==> src/rtl/mmap_pkg.sv <==
package mmap_pkg;

    localparam int TGT_W   = 4;
    localparam int NUM_TGT = 15;

    typedef enum logic [TGT_W-1:0] {
        TGT_NONE      = 4'd0,
        TGT_MAIN_RAM  = 4'd1,
        TGT_PLANE     = 4'd2,
        TGT_SPRITE    = 4'd3,
        TGT_FONT      = 4'd4,
        TGT_DICT_WIN  = 4'd5,
        TGT_SYS_ROM   = 4'd6,
        TGT_EXT_RAM   = 4'd7,
        TGT_VRAM      = 4'd8,
        TGT_CARD_A    = 4'd9,
        TGT_CARD_B    = 4'd10,
        TGT_OS_ROM    = 4'd11,
        TGT_DICT_ROM  = 4'd12,
        TGT_DICT_BKUP = 4'd13,
        TGT_PCM       = 4'd14
    } tgt_e;

    typedef enum logic [1:0] {
        WSRC_NONE = 2'd0,
        WSRC_MEM  = 2'd1,
        WSRC_VRAM = 2'd2
    } wsrc_e;

    typedef struct packed {
        tgt_e  tgt;
        logic  wr_ok;
        wsrc_e wsrc;
    } dec_t;

    // low megabyte window limits (exclusive upper bounds)
    localparam logic [19:0] LO_RAM_END    = 20'hC0000;
    localparam logic [19:0] LO_PLANE_END  = 20'hC8000;
    localparam logic [19:0] LO_SPRITE_END = 20'hCA000;
    localparam logic [19:0] LO_FONT_END   = 20'hCC000;
    localparam logic [19:0] LO_CPAGE_END  = 20'hD0000;
    localparam logic [19:0] LO_DICT_END   = 20'hDA000;
    localparam logic [19:0] LO_DWIN_END   = 20'hF0000;
    localparam logic [19:0] LO_SHADOW_BEG = 20'hF8000;

    localparam logic [31:0] EXT_BASE = 32'h0010_0000;

endpackage

==> src/rtl/mmap_ctl_regs.sv <==
module mmap_ctl_regs #(
    parameter int WAIT_W        = 4,
    parameter int MEM_WAIT_RST  = 3,
    parameter int VRAM_WAIT_RST = 6
) (
    input  logic              clk,
    input  logic              rst_n,
    input  logic              cfg_we,
    input  logic              cfg_dict_sel,
    input  logic              cfg_rom_sel,
    input  logic              wait_we,
    input  logic [WAIT_W-1:0] wait_mem_val,
    input  logic [WAIT_W-1:0] wait_vram_val,
    output logic              dict_sel,
    output logic              rom_sel,
    output logic [WAIT_W-1:0] mem_wait,
    output logic [WAIT_W-1:0] vram_wait
);

    typedef struct packed {
        logic              dict;
        logic              rom;
        logic [WAIT_W-1:0] mwait;
        logic [WAIT_W-1:0] vwait;
    } ctl_t;

    ctl_t ctl_d, ctl_q;

    always_comb begin
        ctl_d = ctl_q;
        if (cfg_we) begin
            ctl_d.dict = cfg_dict_sel;
            ctl_d.rom  = cfg_rom_sel;
        end
        if (wait_we) begin
            ctl_d.mwait = wait_mem_val;
            ctl_d.vwait = wait_vram_val;
        end
    end

    always_ff @(posedge clk) begin
        if (!rst_n) begin
            ctl_q.dict  <= 1'b0;
            ctl_q.rom   <= 1'b1;
            ctl_q.mwait <= WAIT_W'(MEM_WAIT_RST);
            ctl_q.vwait <= WAIT_W'(VRAM_WAIT_RST);
        end else begin
            ctl_q <= ctl_d;
        end
    end

    assign dict_sel  = ctl_q.dict;
    assign rom_sel   = ctl_q.rom;
    assign mem_wait  = ctl_q.mwait;
    assign vram_wait = ctl_q.vwait;

    AST_BANK_HOLD: assert property (@(posedge clk) disable iff (!rst_n)
        !cfg_we |=> ($stable(dict_sel) && $stable(rom_sel)));
    AST_BANK_LOAD: assert property (@(posedge clk) disable iff (!rst_n)
        cfg_we |=> (dict_sel == $past(cfg_dict_sel) && rom_sel == $past(cfg_rom_sel)));
    AST_WAIT_HOLD: assert property (@(posedge clk) disable iff (!rst_n)
        !wait_we |=> ($stable(mem_wait) && $stable(vram_wait)));

endmodule

==> src/rtl/mmap_low_dec.sv <==
module mmap_low_dec
    import mmap_pkg::*;
(
    input  logic [19:0] lo_addr,
    input  logic        dict_sel,
    input  logic        rom_sel,
    output dec_t        dec
);

    always_comb begin
        dec = '{tgt: TGT_NONE, wr_ok: 1'b0, wsrc: WSRC_NONE};
        if (lo_addr < LO_RAM_END) begin
            dec = '{tgt: TGT_MAIN_RAM, wr_ok: 1'b1, wsrc: WSRC_MEM};
        end else if (lo_addr < LO_CPAGE_END) begin
            // graphics page: every slot paced by the video wait
            if (lo_addr < LO_PLANE_END)
                dec = '{tgt: TGT_PLANE, wr_ok: 1'b1, wsrc: WSRC_VRAM};
            else if (lo_addr < LO_SPRITE_END)
                dec = '{tgt: TGT_SPRITE, wr_ok: 1'b1, wsrc: WSRC_VRAM};
            else if (lo_addr < LO_FONT_END)
                dec = '{tgt: TGT_FONT, wr_ok: 1'b0, wsrc: WSRC_VRAM};
            else
                dec = '{tgt: TGT_MAIN_RAM, wr_ok: 1'b1, wsrc: WSRC_VRAM};
        end else if (lo_addr < LO_DWIN_END) begin
            if (!dict_sel)
                dec = '{tgt: TGT_MAIN_RAM, wr_ok: 1'b1, wsrc: WSRC_MEM};
            else if (lo_addr < LO_DICT_END)
                dec = '{tgt: TGT_DICT_WIN, wr_ok: 1'b1, wsrc: WSRC_MEM};
        end else if (lo_addr < LO_SHADOW_BEG) begin
            dec = '{tgt: TGT_MAIN_RAM, wr_ok: 1'b1, wsrc: WSRC_MEM};
        end else if (rom_sel) begin
            dec = '{tgt: TGT_SYS_ROM, wr_ok: 1'b0, wsrc: WSRC_MEM};
        end else begin
            dec = '{tgt: TGT_MAIN_RAM, wr_ok: 1'b1, wsrc: WSRC_MEM};
        end
    end

endmodule

==> src/rtl/mmap_high_dec.sv <==
module mmap_high_dec
    import mmap_pkg::*;
#(
    parameter logic [31:0] EXT_MASK = 32'h3FF0_0000
) (
    input  logic [31:0] addr,
    input  logic [31:0] ext_size,
    output dec_t        dec
);

    logic [32:0] ext_end;
    logic        in_ext;

    assign ext_end = {1'b0, EXT_BASE} + {1'b0, ext_size & EXT_MASK};
    assign in_ext  = (addr >= EXT_BASE) && ({1'b0, addr} < ext_end);

    always_comb begin
        dec = '{tgt: TGT_NONE, wr_ok: 1'b0, wsrc: WSRC_NONE};
        if (in_ext) begin
            dec = '{tgt: TGT_EXT_RAM, wr_ok: 1'b1, wsrc: WSRC_MEM};
        end else if (addr[31:19] == 13'h1000 || addr[31:19] == 13'h1002) begin
            dec = '{tgt: TGT_VRAM, wr_ok: 1'b1, wsrc: WSRC_VRAM};
        end else if (addr[31:17] == 15'h4080) begin
            dec = '{tgt: TGT_SPRITE, wr_ok: 1'b1, wsrc: WSRC_VRAM};
        end else if (addr[31:24] == 8'hC0) begin
            dec = '{tgt: TGT_CARD_A, wr_ok: 1'b1, wsrc: WSRC_MEM};
        end else if (addr[31:24] == 8'hC1) begin
            dec = '{tgt: TGT_CARD_B, wr_ok: 1'b1, wsrc: WSRC_MEM};
        end else if (addr[31:20] == 12'hC20) begin
            if (addr[19] == 1'b0)
                dec = '{tgt: TGT_OS_ROM, wr_ok: 1'b0, wsrc: WSRC_MEM};
            else
                dec = '{tgt: TGT_DICT_ROM, wr_ok: 1'b0, wsrc: WSRC_MEM};
        end else if (addr[31:18] == 14'h3084) begin
            dec = '{tgt: TGT_FONT, wr_ok: 1'b0, wsrc: WSRC_MEM};
        end else if (addr[31:13] == 19'h610A0) begin
            dec = '{tgt: TGT_DICT_BKUP, wr_ok: 1'b1, wsrc: WSRC_MEM};
        end else if (addr[31:12] == 20'hC2200) begin
            dec = '{tgt: TGT_PCM, wr_ok: 1'b1, wsrc: WSRC_MEM};
        end else if (addr[31:18] == 14'h3FFF) begin
            dec = '{tgt: TGT_SYS_ROM, wr_ok: 1'b0, wsrc: WSRC_MEM};
        end
    end

endmodule

==> src/rtl/mmap_decoder.sv <==
module mmap_decoder
    import mmap_pkg::*;
#(
    parameter int          WAIT_W        = 4,
    parameter int          MEM_WAIT_RST  = 3,
    parameter int          VRAM_WAIT_RST = 6,
    parameter logic [31:0] EXT_MASK      = 32'h3FF0_0000
) (
    input  logic               clk,
    input  logic               rst_n,
    input  logic [31:0]        addr,
    input  logic [31:0]        ext_size,
    input  logic               cfg_we,
    input  logic               cfg_dict_sel,
    input  logic               cfg_rom_sel,
    input  logic               wait_we,
    input  logic [WAIT_W-1:0]  wait_mem_val,
    input  logic [WAIT_W-1:0]  wait_vram_val,
    output logic [TGT_W-1:0]   tgt_code,
    output logic [NUM_TGT-1:0] tgt_onehot,
    output logic               no_tgt,
    output logic               wr_allow,
    output logic [WAIT_W-1:0]  wait_cnt
);

    logic              dict_sel, rom_sel;
    logic [WAIT_W-1:0] mem_wait, vram_wait;
    dec_t              lo_dec, hi_dec, dec;

    mmap_ctl_regs #(
        .WAIT_W        (WAIT_W),
        .MEM_WAIT_RST  (MEM_WAIT_RST),
        .VRAM_WAIT_RST (VRAM_WAIT_RST)
    ) u_ctl (
        .clk           (clk),
        .rst_n         (rst_n),
        .cfg_we        (cfg_we),
        .cfg_dict_sel  (cfg_dict_sel),
        .cfg_rom_sel   (cfg_rom_sel),
        .wait_we       (wait_we),
        .wait_mem_val  (wait_mem_val),
        .wait_vram_val (wait_vram_val),
        .dict_sel      (dict_sel),
        .rom_sel       (rom_sel),
        .mem_wait      (mem_wait),
        .vram_wait     (vram_wait)
    );

    mmap_low_dec u_lo (
        .lo_addr  (addr[19:0]),
        .dict_sel (dict_sel),
        .rom_sel  (rom_sel),
        .dec      (lo_dec)
    );

    mmap_high_dec #(.EXT_MASK(EXT_MASK)) u_hi (
        .addr     (addr),
        .ext_size (ext_size),
        .dec      (hi_dec)
    );

    assign dec = (addr[31:20] == 12'h000) ? lo_dec : hi_dec;

    always_comb begin
        unique case (dec.wsrc)
            WSRC_MEM:  wait_cnt = mem_wait;
            WSRC_VRAM: wait_cnt = vram_wait;
            default:   wait_cnt = '0;
        endcase
    end

    assign tgt_code = dec.tgt;
    assign wr_allow = dec.wr_ok;

    for (genvar g = 0; g < NUM_TGT; g++) begin : g_onehot
        assign tgt_onehot[g] = (dec.tgt == tgt_e'(TGT_W'(g)));
    end

    assign no_tgt = tgt_onehot[0];

    AST_ONE_TARGET: assert property (@(posedge clk) disable iff (!rst_n)
        $countones(tgt_onehot) == 1);
    AST_ROM_READ_ONLY: assert property (@(posedge clk) disable iff (!rst_n)
        (tgt_onehot[TGT_FONT] || tgt_onehot[TGT_OS_ROM] ||
         tgt_onehot[TGT_DICT_ROM] || tgt_onehot[TGT_SYS_ROM]) |-> !wr_allow);
    AST_NONE_SILENT: assert property (@(posedge clk) disable iff (!rst_n)
        no_tgt |-> (!wr_allow && wait_cnt == '0));
    AST_CPAGE_VWAIT: assert property (@(posedge clk) disable iff (!rst_n)
        (addr[31:16] == 16'h000C) |-> (wait_cnt == vram_wait));
    AST_SHADOW_ROM: assert property (@(posedge clk) disable iff (!rst_n)
        (rom_sel && addr[31:15] == 17'h0001F) |-> (tgt_onehot[TGT_SYS_ROM] && !wr_allow));

endmodule

==> config.mk <==
export PLATFORM = sky130hd
export DESIGN_NAME = mmap_decoder
export DESIGN_NICKNAME = d
export VERILOG_FILES = /design/src/rtl/mmap_pkg.sv /design/src/rtl/mmap_ctl_regs.sv /design/src/rtl/mmap_low_dec.sv /design/src/rtl/mmap_high_dec.sv /design/src/rtl/mmap_decoder.sv
export SDC_FILE = /design/constraint.sdc
export NUM_CORES = 1
export LEC_CHECK = 0
export BUFFER_PORTS_ARGS = -buffer_cell sky130_fd_sc_hd__buf_2
export CAP_MARGIN = 0
export CORE_MARGIN = 2
export CORE_UTILIZATION = 46
export DETAILED_ROUTE_END_ITERATION = 8
export GPL_ROUTABILITY_DRIVEN = 0
export GPL_TIMING_DRIVEN = 0
export HOLD_SLACK_MARGIN = 0.12
export PLACE_DENSITY = 0.82
export RECOVER_POWER = 100
export SETUP_SLACK_MARGIN = 0.3
export SYNTH_ARGS = -nofsm -noshare
export SYNTH_HDL_FRONTEND = slang
export SYNTH_HIERARCHICAL = 1
export SYNTH_SLANG_ARGS = --single-unit
==> constraint.sdc <==
create_clock -name clk -period 4.23 [get_ports clk]
set_input_delay 0.423 -clock clk [delete_from_list [all_inputs] [get_ports clk]]
set_output_delay 0.423 -clock clk [all_outputs]
set_load 0.02 [all_outputs]
==> impl_results.md <==
- Leakage power: roughly 0.0011 µW
- Final Setup Violations: 0
- Largest area contributor in the netlist: mux2_4
- Final Max Tran Viols: 0
- CTS tree: built
- Total GRT Usage: 0.219
- Worst Path Max Fanout: 8
- Syn Area/Cell: roughly 8.1 µm²
- #FFs+latches synth: 10
- WP data arrival: 3.39 ns
- Clk sinks: 10
- Initial antenna violation count: 0
- Final Util: 0.586
- YS warnings: 6
- I/O pin count: 103
- Setup crit start: ext_size[22]
- Post-synth EDFFs: 0
- Worst path top cell family by delay: simple AND/OR/NAND/NOR gates
- PD cells: ~160 nW/µm²
- RR Endpoint: u_ctl/rom_sel$_SDFFE_PN1P_
- Cell area after synthesis: between 1500 and 2000 µm²
- Max-slew headroom: 0.498
- I/O Buffers: 66
- Core area: between 3000 and 4000 µm²
- GR Overflow Total: 0
- Layout overhead on the synthesized area: 22.9%
- CP Cell Sequence: buf_2, and3_1, and3_1, nand3_1, xor2_1, ha_1, nor2b_1, a2111oi_1, o31ai_2, nand2_1, nand2b_1, nor3_1, mux2_1, clkbuf_1
- Diodes inserted: 0
- Reg2Reg Setup Slack: 3.60 ns
- Number of CTS-inserted buffers: 3
- Worst clock skew: 0 ns
- First-pass GRT wire length: a little over 8000 µm
- Worst hold path class: in2reg
- Clock-pin slew on the worst setup and hold paths: roughly 0.050 ns
- Antenna-violating nets left: 0
- Die area: between 4000 and 5000 µm²
- Async S/R FF share, synth: 0
- Largest net degree at the start of global routing: 11
- Layout fillers: just over 400
- Vias per inst: around 5.7
- Syn Nets: 325
- Number of vias in the routed layout: 2041
- Seq/Total Area, Yosys: 0.106
- Status: complete, no violations
- Vias in the first global route: around 1800
- Routed wire length: 4860 µm
- Max rail drop VDD: 0.132 mV
- CP Launch Type: input port
- H-tree Lvls: 1
- Worst Reg-to-Reg Cells: 2
- RSZ-0062 raised after global routing: no
- Setup TNS: 0 ns
- Count of different cell masters after synthesis: 57
- CP peak stage delay: 0.48 ns
- Layout cell share with drive strength beyond 1: 0.310
- Area fraction of the dominant cell type after synthesis: 0.143
- Initial DRC count: 195
- Critical path's most frequent cell: and3_1
- Final HPWL DP: slightly below 4000 µm
- Wire per inst: 13.6 µm
- Worst endpoint required time: around 3.8 ns
- Post-Syn Instances: about 230
- Final Cycle Share: 0.902
- Final nets: about 400
- First drt pass iteration count: 4
- Residual DRC: 0
- Bufs on Longest Clock Path: 2
- CP Class: in2out
- Die X: between 60 and 70 µm
- Hold_ws: 0.408 ns
- Synth top area cells: mux2_4 (14%), dfxtp_1 (11%), ha_1 (8.6%)
- Placed Area: approximately 2300 µm²
- CTS Root Cell: clkbuf_8
- Initial Util: 0.477
- Critical path's slowest cell: a2111oi_1
- Skew-Pair Late Insertion Delay: 0.24 ns
- CTS Hold Bufs: 0
- Max Fclk: 262 MHz
- Critical R2R Launch: u_ctl/rom_sel$_SDFFE_PN1P_
- Actual slew at the worst max-slew pin: 0.745 ns
- Row count: 23
- Max-Cap Viols: 0
- Minimum clock period: around 3.8 ns
- Hold depth: 3
- Top FF cell, synth: dfxtp_1
- Final Hold Fails: 0
- Buf/Inv on CP: 2
- Final Instance Area: between 2000 and 2500 µm²
- Worst setup EP type: primary output
- Die height: 68.2 µm
- Worst Hold End: u_ctl/vram_wait[2]$_SDFFE_PN1P_
- Hold wc startpoint: wait_vram_val[2]
worst min-delay path, delay by kind of cell:
family                 cells  cell delay, ns
buffers and inverters      1            0.07
muxes                      1            0.06
and+or+nand+nor            1            0.06
metal layers:
layer | GRT usage | vias to the layer above | wire length (µm)
li1 | - | 1019 | -
met1 | 0.261 | 954 | 2060
met2 | 0.407 | 66 | 2490
met3 | 0.0378 | 2 | 291
met4 | 0.0475 | 0 | 19
met5 | 0 | - | 0
power by group:
| part | switching, µW | leakage, µW | internal [µW] |
|---|---|---|---|
| clock | 37.5 | 0.0000288 | 81.8 |
| sequential | 3.05 | 0.0000828 | 100 |
| combinational | 89.9 | 0.000947 | 68.1 |
worst max path at each step:
stage / to / slack (ns) / depth (start not counted)
floorplan: tgt_onehot[0] / 0.87 / 12
global placement: tgt_onehot[2] / 0.25 / 14
detailed placement: tgt_onehot[2] / 0.17 / 14
CTS: tgt_onehot[1] / 0.31 / 14
global route: tgt_onehot[2] / 0.16 / 14
finish: tgt_onehot[2] / 0.41 / 14
sequential cells by signal (all words and copies together) (netlist names):
register and flops:
u_ctl/mem_wait 4, u_ctl/dict_sel 1, u_ctl/rom_sel 1, u_ctl/vram_wait 4
synthesized netlist by cell type (2+ instances only):
library cell	instances
nor2_1	25
mux2_4	18
nor3_1	18
nand2_1	17
ha_1	13
mux2i_1	12
nand3_1	12
dfxtp_1	10
nand2b_1	9
nor2b_1	8
a22oi_1	6
nand4_1	6
a21oi_1	5
and3_1	5
xor2_1	5
buf_6	4
nor4_1	4
o21ai_0	4
and2_1	3
inv_1	3
nor4_2	3
xnor2_1	3
a2111oi_0	2
buf_4	2
mux2_1	2
mux2_2	2
nand3b_1	2
o21ai_1	2
layout by cell type (no fill, tap or decap), types with 4 or more instances in the layout:
cell	n
mux2i_1	12
xor2_1	5
nor2_1	25
and3_1	5
a22oi_1	6
nor2b_1	8
clkbuf_8	4
nand2_1	17
o21ai_0	4
dfxtp_1	10
nand4_1	6
clkbuf_1	18
nor3_1	18
nand3_1	12
mux2_4	17
buf_4	4
buf_2	49
a21oi_1	5
nor4_1	4
ha_1	13
nand2b_1	9
per-stage QoR:
step / worst slack (ns) / instances / total power [µW]
floorplan: 0.870 / 234 / 200
global placement: 0.248 / 350 / 255
detailed placement: 0.166 / 350 / 260
CTS: 0.310 / 354 / 381
global route: 0.158 / 356 / 405
finish: 0.413 / 356 / 381
layout make-up:
type / count / area [µm²] / share of cell area
timing repair buffer: 68 / 324 / 0.139
multi-input combinational: 213 / 1610 / 0.693
clock buffer: 4 / 55.1 / 0.0236
buffer: 7 / 57.6 / 0.0247
sequential: 10 / 200 / 0.0860
tap: 50 / 62.6 / 0.0269
inverter: 4 / 15.0 / 0.00645
timing repair:
action,CTS,global route
setup buffers,0,2
endpoints found under the setup margin,14,20
pin swaps,0,3
resized for setup,1,5
cells by family (layout without fill, tap and decap cells):
kind of cell,after synthesis,count (layout),synth area share
other,1,1,0.00198
multiplexers,34,34,0.230
XOR/XNOR,8,8,0.0370
buffers and inverters,11,83,0.0423
flip-flops,10,10,0.106
AND/OR/NAND/NOR,125,125,0.371
AO/OA/AOI/OAI,32,32,0.126
adder cells (fa/ha/maj),13,13,0.0859
Note: power is estimated with default switching activity, not from simulation.
